**config.mk**
```make
export PLATFORM = sky130hd
export DESIGN_NAME = pinmode_ctrl
export DESIGN_NICKNAME = d
export VERILOG_FILES = /design/src/rtl/pinmode_ctrl.sv
export SDC_FILE = /design/constraint.sdc
export NUM_CORES = 1
export LEC_CHECK = 0
export BUFFER_PORTS_ARGS = -buffer_cell sky130_fd_sc_hd__buf_2
export CAP_MARGIN = 20
export CORE_AREA = 2 2 140 108
export CTS_BUF_LIST = sky130_fd_sc_hd__clkbuf_4
export CTS_CLUSTER_DIAMETER = 50
export DETAILED_ROUTE_END_ITERATION = 16
export DIE_AREA = 0 0 142 110
export PLACE_DENSITY = 0.64
export SLEW_MARGIN = 20
export SYNTH_ARGS = -nofsm -noshare
export SYNTH_HDL_FRONTEND = slang
export SYNTH_SLANG_ARGS = --single-unit
```
**constraint.sdc**
```tcl
create_clock -name clk -period 3.5 [get_ports clk]
set_input_delay 0.525 -clock clk [delete_from_list [all_inputs] [get_ports clk]]
set_output_delay 0.525 -clock clk [all_outputs]
set_load 0.02 [all_outputs]
```
**src/rtl/pinmode_ctrl.sv**
```systemverilog
module pinmode_ctrl #(
  parameter int CNT_W           = 16,
  parameter int INTERVAL_CYCLES = 100000,
  parameter int SETTLE_CYCLES   = 2000,
  parameter int P2IO_T3         = 36929,
  parameter int P2IO_T2         = 32100,
  parameter int P2IO_T1         = 3630,
  parameter int IO2P_RD3        = 1848,
  parameter int IO2P_RD1        = 9192,
  parameter int IO2P_TOT1       = 6171
) (
  input  logic clk,
  input  logic rst,
  input  logic rd_miss,
  input  logic wr_miss,
  output logic lane_pwr,
  output logic freq_hi,
  output logic busy
);
  localparam int IW = $clog2(INTERVAL_CYCLES);
  localparam int SW = $clog2(SETTLE_CYCLES + 1);
  localparam logic [CNT_W-1:0] MAXC = {CNT_W{1'b1}};

  typedef enum logic [1:0] {ST_IDLE, ST_SETTLE, ST_RAISE} seq_t;

  seq_t             state;
  logic [IW-1:0]    ivl_cnt;
  logic [SW-1:0]    set_cnt;
  logic             tgt_pwr;
  logic [1:0]       hist_n;
  logic [CNT_W-1:0] rd_acc, tot_acc;
  logic [CNT_W-1:0] rd_h2, rd_h3, tot_h2, tot_h3;
  logic [CNT_W:0]   rd_sum, tot_sum;
  logic [CNT_W-1:0] rd_nx, tot_nx;
  logic             tick, decide, go_io, go_pw;

  assign tick    = ivl_cnt == IW'(INTERVAL_CYCLES - 1);
  assign rd_sum  = {1'b0, rd_acc} + {{CNT_W{1'b0}}, rd_miss};
  assign tot_sum = {1'b0, tot_acc} + {{CNT_W{1'b0}}, rd_miss} + {{CNT_W{1'b0}}, wr_miss};
  assign rd_nx   = rd_sum[CNT_W]  ? MAXC : rd_sum[CNT_W-1:0];
  assign tot_nx  = tot_sum[CNT_W] ? MAXC : tot_sum[CNT_W-1:0];

  assign go_io = lane_pwr && (tot_nx > CNT_W'(P2IO_T3)) &&
                 (tot_h3 > CNT_W'(P2IO_T2)) && (tot_h2 > CNT_W'(P2IO_T1));
  assign go_pw = !lane_pwr && (rd_nx < CNT_W'(IO2P_RD3)) &&
                 (rd_h2 < CNT_W'(IO2P_RD1)) && (tot_h2 < CNT_W'(IO2P_TOT1));
  assign decide = tick && (hist_n >= 2'd2) && (state == ST_IDLE);
  assign busy   = state == ST_SETTLE;

  always_ff @(posedge clk) begin
    if (rst) begin
      ivl_cnt <= '0;
      rd_acc  <= '0;
      tot_acc <= '0;
      rd_h2   <= '0;
      rd_h3   <= '0;
      tot_h2  <= '0;
      tot_h3  <= '0;
      hist_n  <= '0;
    end else if (tick) begin
      ivl_cnt <= '0;
      rd_acc  <= '0;
      tot_acc <= '0;
      rd_h2   <= rd_h3;
      tot_h2  <= tot_h3;
      rd_h3   <= rd_nx;
      tot_h3  <= tot_nx;
      if (hist_n != 2'd3) hist_n <= hist_n + 2'd1;
    end else begin
      ivl_cnt <= ivl_cnt + IW'(1);
      rd_acc  <= rd_nx;
      tot_acc <= tot_nx;
    end
  end

  always_ff @(posedge clk) begin
    if (rst) begin
      state    <= ST_IDLE;
      set_cnt  <= '0;
      tgt_pwr  <= 1'b0;
      lane_pwr <= 1'b0;
      freq_hi  <= 1'b0;
    end else begin
      case (state)
        ST_IDLE: begin
          if (decide && (go_io || go_pw)) begin
            state   <= ST_SETTLE;
            set_cnt <= SW'(SETTLE_CYCLES - 1);
            tgt_pwr <= go_pw;
            if (go_io) freq_hi <= 1'b0;
          end
        end
        ST_SETTLE: begin
          if (set_cnt == '0) begin
            lane_pwr <= tgt_pwr;
            state    <= tgt_pwr ? ST_RAISE : ST_IDLE;
          end else begin
            set_cnt <= set_cnt - SW'(1);
          end
        end
        ST_RAISE: begin
          freq_hi <= 1'b1;
          state   <= ST_IDLE;
        end
        default: state <= ST_IDLE;
      endcase
    end
  end
endmodule

```
==> impl_results.md <==
* Status: completed
* Initial Util at 39.11%
* Wire length per cell at 13.58 microns
* Post-Syn Area at roughly 0.0056 sq mm
* Post-CTS Hold Buffers at 0
* Site Rows at 38
* CTS buffer count at 17
* Total track usage at between 10% and 20%
* Post-CTS Resized at 0
* Avg Cell Area, Syn at ~8.1 sq um
* Total grt overflow at 0
* Initial drt markers at 185
* Placeable Area at between 0.01 and 0.015 sq mm
* CP max FO at 6
* Hold/Removal Path Class: in2reg
* ANT cells at 0
* Setup TNS at 0 ns
* WP data arrival at roughly 3.3 ns
* First-pass GRT wire length at 20.62 mm
* Final instance area at 0.006013 sq mm
* Post-Route WL at about 12 mm
* TritonCTS Sinks at 125
* VDD IR-drop max at between 150 and 200 uV
* Max Cap Viol at 0
* Via density at between 5 and 6
* RSZ-0062 raised after global routing: false
* YS warnings at 0
* CTS H-tree lvls at 4
* Post-DRT Antenna Nets at 0
* CP required at just under 4 ns
* Ys async rst share at 0%
* First-pass DRT Iterations at 5
* Largest net degree at the start of global routing at just under 80
* Post-CTS Setup Bufs at 0
* Period minus WS final at slightly below 3 ns
* Die footprint at 0.01562 sq mm
* Sequential element share of the synthesized area at 45.00%
* Placer Congestion at approximately 0.89
* Clk root buf: clkbuf_4
* Fmax achieved at 340.2 MHz
* Reg clk slew, reported paths at 0.12 ns
* Filler cells at 1,439
* Worst Skew at 0.01690 ns
* #FFs+latches synth at about 130
* Number of global-route vias before repair at ~4,300
* DP Area at 0.005729 sq mm
* Final Max Slew Viols at 0
* Netlist cell types at 58
* Vias post-DR at between 4,000 and 5,000
* Most used DFF post-synth: dfxtp_1
* IO Pins at 7
* Chip width at about 140 microns
* Leakage power at a little over 2 nW
* IO Port Bufs at 6
* Power consumption at between 2 and 3 mW
* EDFF count, synth at 0
* DRC errors left at 0
* Footprint of the multi-input gates at 0.002828 sq mm
* Worst slew pin tran at a little under 0.8 ns
* Clk buf depth at 2
* Initial antenna violation count at 0
* Layout Nets at 697
* Area Growth Syn to Fin at 8.146%
* # setup viols final at 0
* Final hold violations at 0
* Syn Nets at roughly 700
* Power Density at about 420 mW/mm^2
* Register area at around 0.0025 sq mm
* Die Y at between 100 and 150 microns
* Worst slew margin at roughly 47%
* Clk Latency, worst-skew pair at between 0.5 and 0.6 ns
* Crit path kind: reg2reg
* Mapped Cells at 690
* Post-DP HPWL at 8.339 mm
* CTS tree: yes
* Crit start category: register
* Period utilization at a little over four fifths
* Crit. End Element: register
* Fraction of layout cells with a size suffix above 1 at 8.178%
## flip-flops by register name, summed over array words and instances (netlist names)
| signal | cells |
|---|---|
| set_cnt | 11 |
| ivl_cnt | 17 |
| hist_n | 2 |
| tot_h3 | 16 |
| rd_h3 | 13 |
| lane_pwr | 1 |
| rd_h2 | 13 |
| rd_acc | 16 |
| state | 2 |
| tot_acc | 16 |
| tot_h2 | 16 |
| tgt_pwr | 1 |
| freq_hi | 1 |
## logic make-up (layout without fill, tap and decap cells)
logic type               Yosys count  count (layout)  synth area share (%)
AO/OA/AOI/OAI                    125             125                 13.82
XOR/XNOR                          40              40                 6.301
adder cells (fa/ha/maj)            8               8                 1.935
buffers and inverters             57              64                 4.163
flip-flops                       125             125                 45.00
multiplexers                       5               5                 1.013
AND/OR/NAND/NOR                  330             330                 27.77
## worst paths after layout
path	from	end	slack (ns)	depth (start not counted)
max reg2reg	tot_acc[0]	set_cnt[1]	0.56	12
min reg2reg	ivl_cnt[0]	ivl_cnt[0]	0.45	1
min	rst	ivl_cnt[4]	0.23	2
max	tot_acc[0]	set_cnt[1]	0.56	12
## synth_stat cells (6+ instances only)
cell	n	area [sq um]
dfxtp_1	125	2502
nor2_1	122	457.9
nand2_1	95	356.6
a21oi_1	60	300.3
a211oi_1	27	202.7
clkbuf_1	27	101.4
xor2_1	21	183.9
nand3_1	20	100.1
inv_1	19	71.32
xnor2_1	19	166.4
nor3_1	18	90.09
o21ai_0	14	70.07
and3_1	11	68.82
nand4_1	8	50.05
nor4_1	8	50.05
ha_1	7	87.58
and4_1	6	52.55
nor3b_1	6	45.04
## report_power, final
part / internal, mW / switching [mW] / leakage [nW]
sequential: 1.43 / 0.00990 / 1.01
combinational: 0.0272 / 0.0490 / 0.905
clock: 0.492 / 0.534 / 0.151
## placed cells by master (no fill, tap or decap), drive strengths merged, types with 3 or more instances in the layout
| master | Yosys | layout |
|---|---|---|
| nor2 | 122 | 122 |
| nand4 | 8 | 8 |
| nand2b | 3 | 3 |
| and2 | 4 | 4 |
| nor4b | 4 | 4 |
| a21oi | 60 | 60 |
| bufinv | 0 | 3 |
| dfxtp | 125 | 125 |
| nor3b | 6 | 6 |
| nor3 | 19 | 19 |
| or3 | 5 | 5 |
| clkinv | 0 | 7 |
| buf | 11 | 14 |
| mux2i | 3 | 3 |
| xor2 | 21 | 21 |
| and3 | 13 | 13 |
| a31o | 3 | 3 |
| or2 | 3 | 3 |
| a211oi | 27 | 27 |
| clkbuf | 27 | 18 |
| o21ai | 14 | 14 |
| nor4 | 8 | 8 |
| and4 | 7 | 7 |
| a31oi | 5 | 5 |
| ha | 7 | 7 |
| inv | 19 | 20 |
| xnor2 | 19 | 19 |
| nand2 | 96 | 96 |
| nor2b | 3 | 3 |
| nand3 | 20 | 20 |
| or4 | 4 | 4 |
## layout make-up
cell class	instances	area share, %
repair buffers	14	1.706
inverters	19	1.186
flip-flops and latches	125	41.61
well taps	180	3.745
clock buffers	18	2.247
multi-input cells	508	47.02
clock inverters	13	2.476
## worst max-delay path, cell delays in order, from the launching register on
cell and delay [ns]:
dfxtp_1 0.33, inv_1 0.04, fa_1 0.39, inv_1 0.11
ha_1 0.17, and3_1 0.27, nand3_1 0.18, and4_1 0.28
nor3_1 0.18, o2111ai_1 0.14, a21o_1 0.22, and3_4 0.22
mux2_4 0.29
## per-stage QoR
| step | utilization (%) | worst slack (ns) | std cells | hold slack (ns) |
|---|---|---|---|---|
| after detailed placement | 40.30 | 0.1141 | 846 | 0.4350 |
| final | 42.30 | 0.5609 | 877 | 0.2254 |
| after global placement | 40.30 | 0.1748 | 846 | 0.4302 |
| after floorplan | - | 0.3838 | 690 | 0.4179 |
| after global routing | 42.30 | 0.3166 | 877 | 0.1762 |
| after CTS | 42.30 | 0.5675 | 877 | 0.1841 |
## layer usage
metal	wire length, microns	track usage (%)	vias to the layer above
met5	0	0	-
met4	123	4.571	0
met3	512	3.931	13
met2	5006	24.67	94
met1	6267	23.54	2136
li1	-	-	2372
No activity file was read; power rests on OpenSTA's default activity.
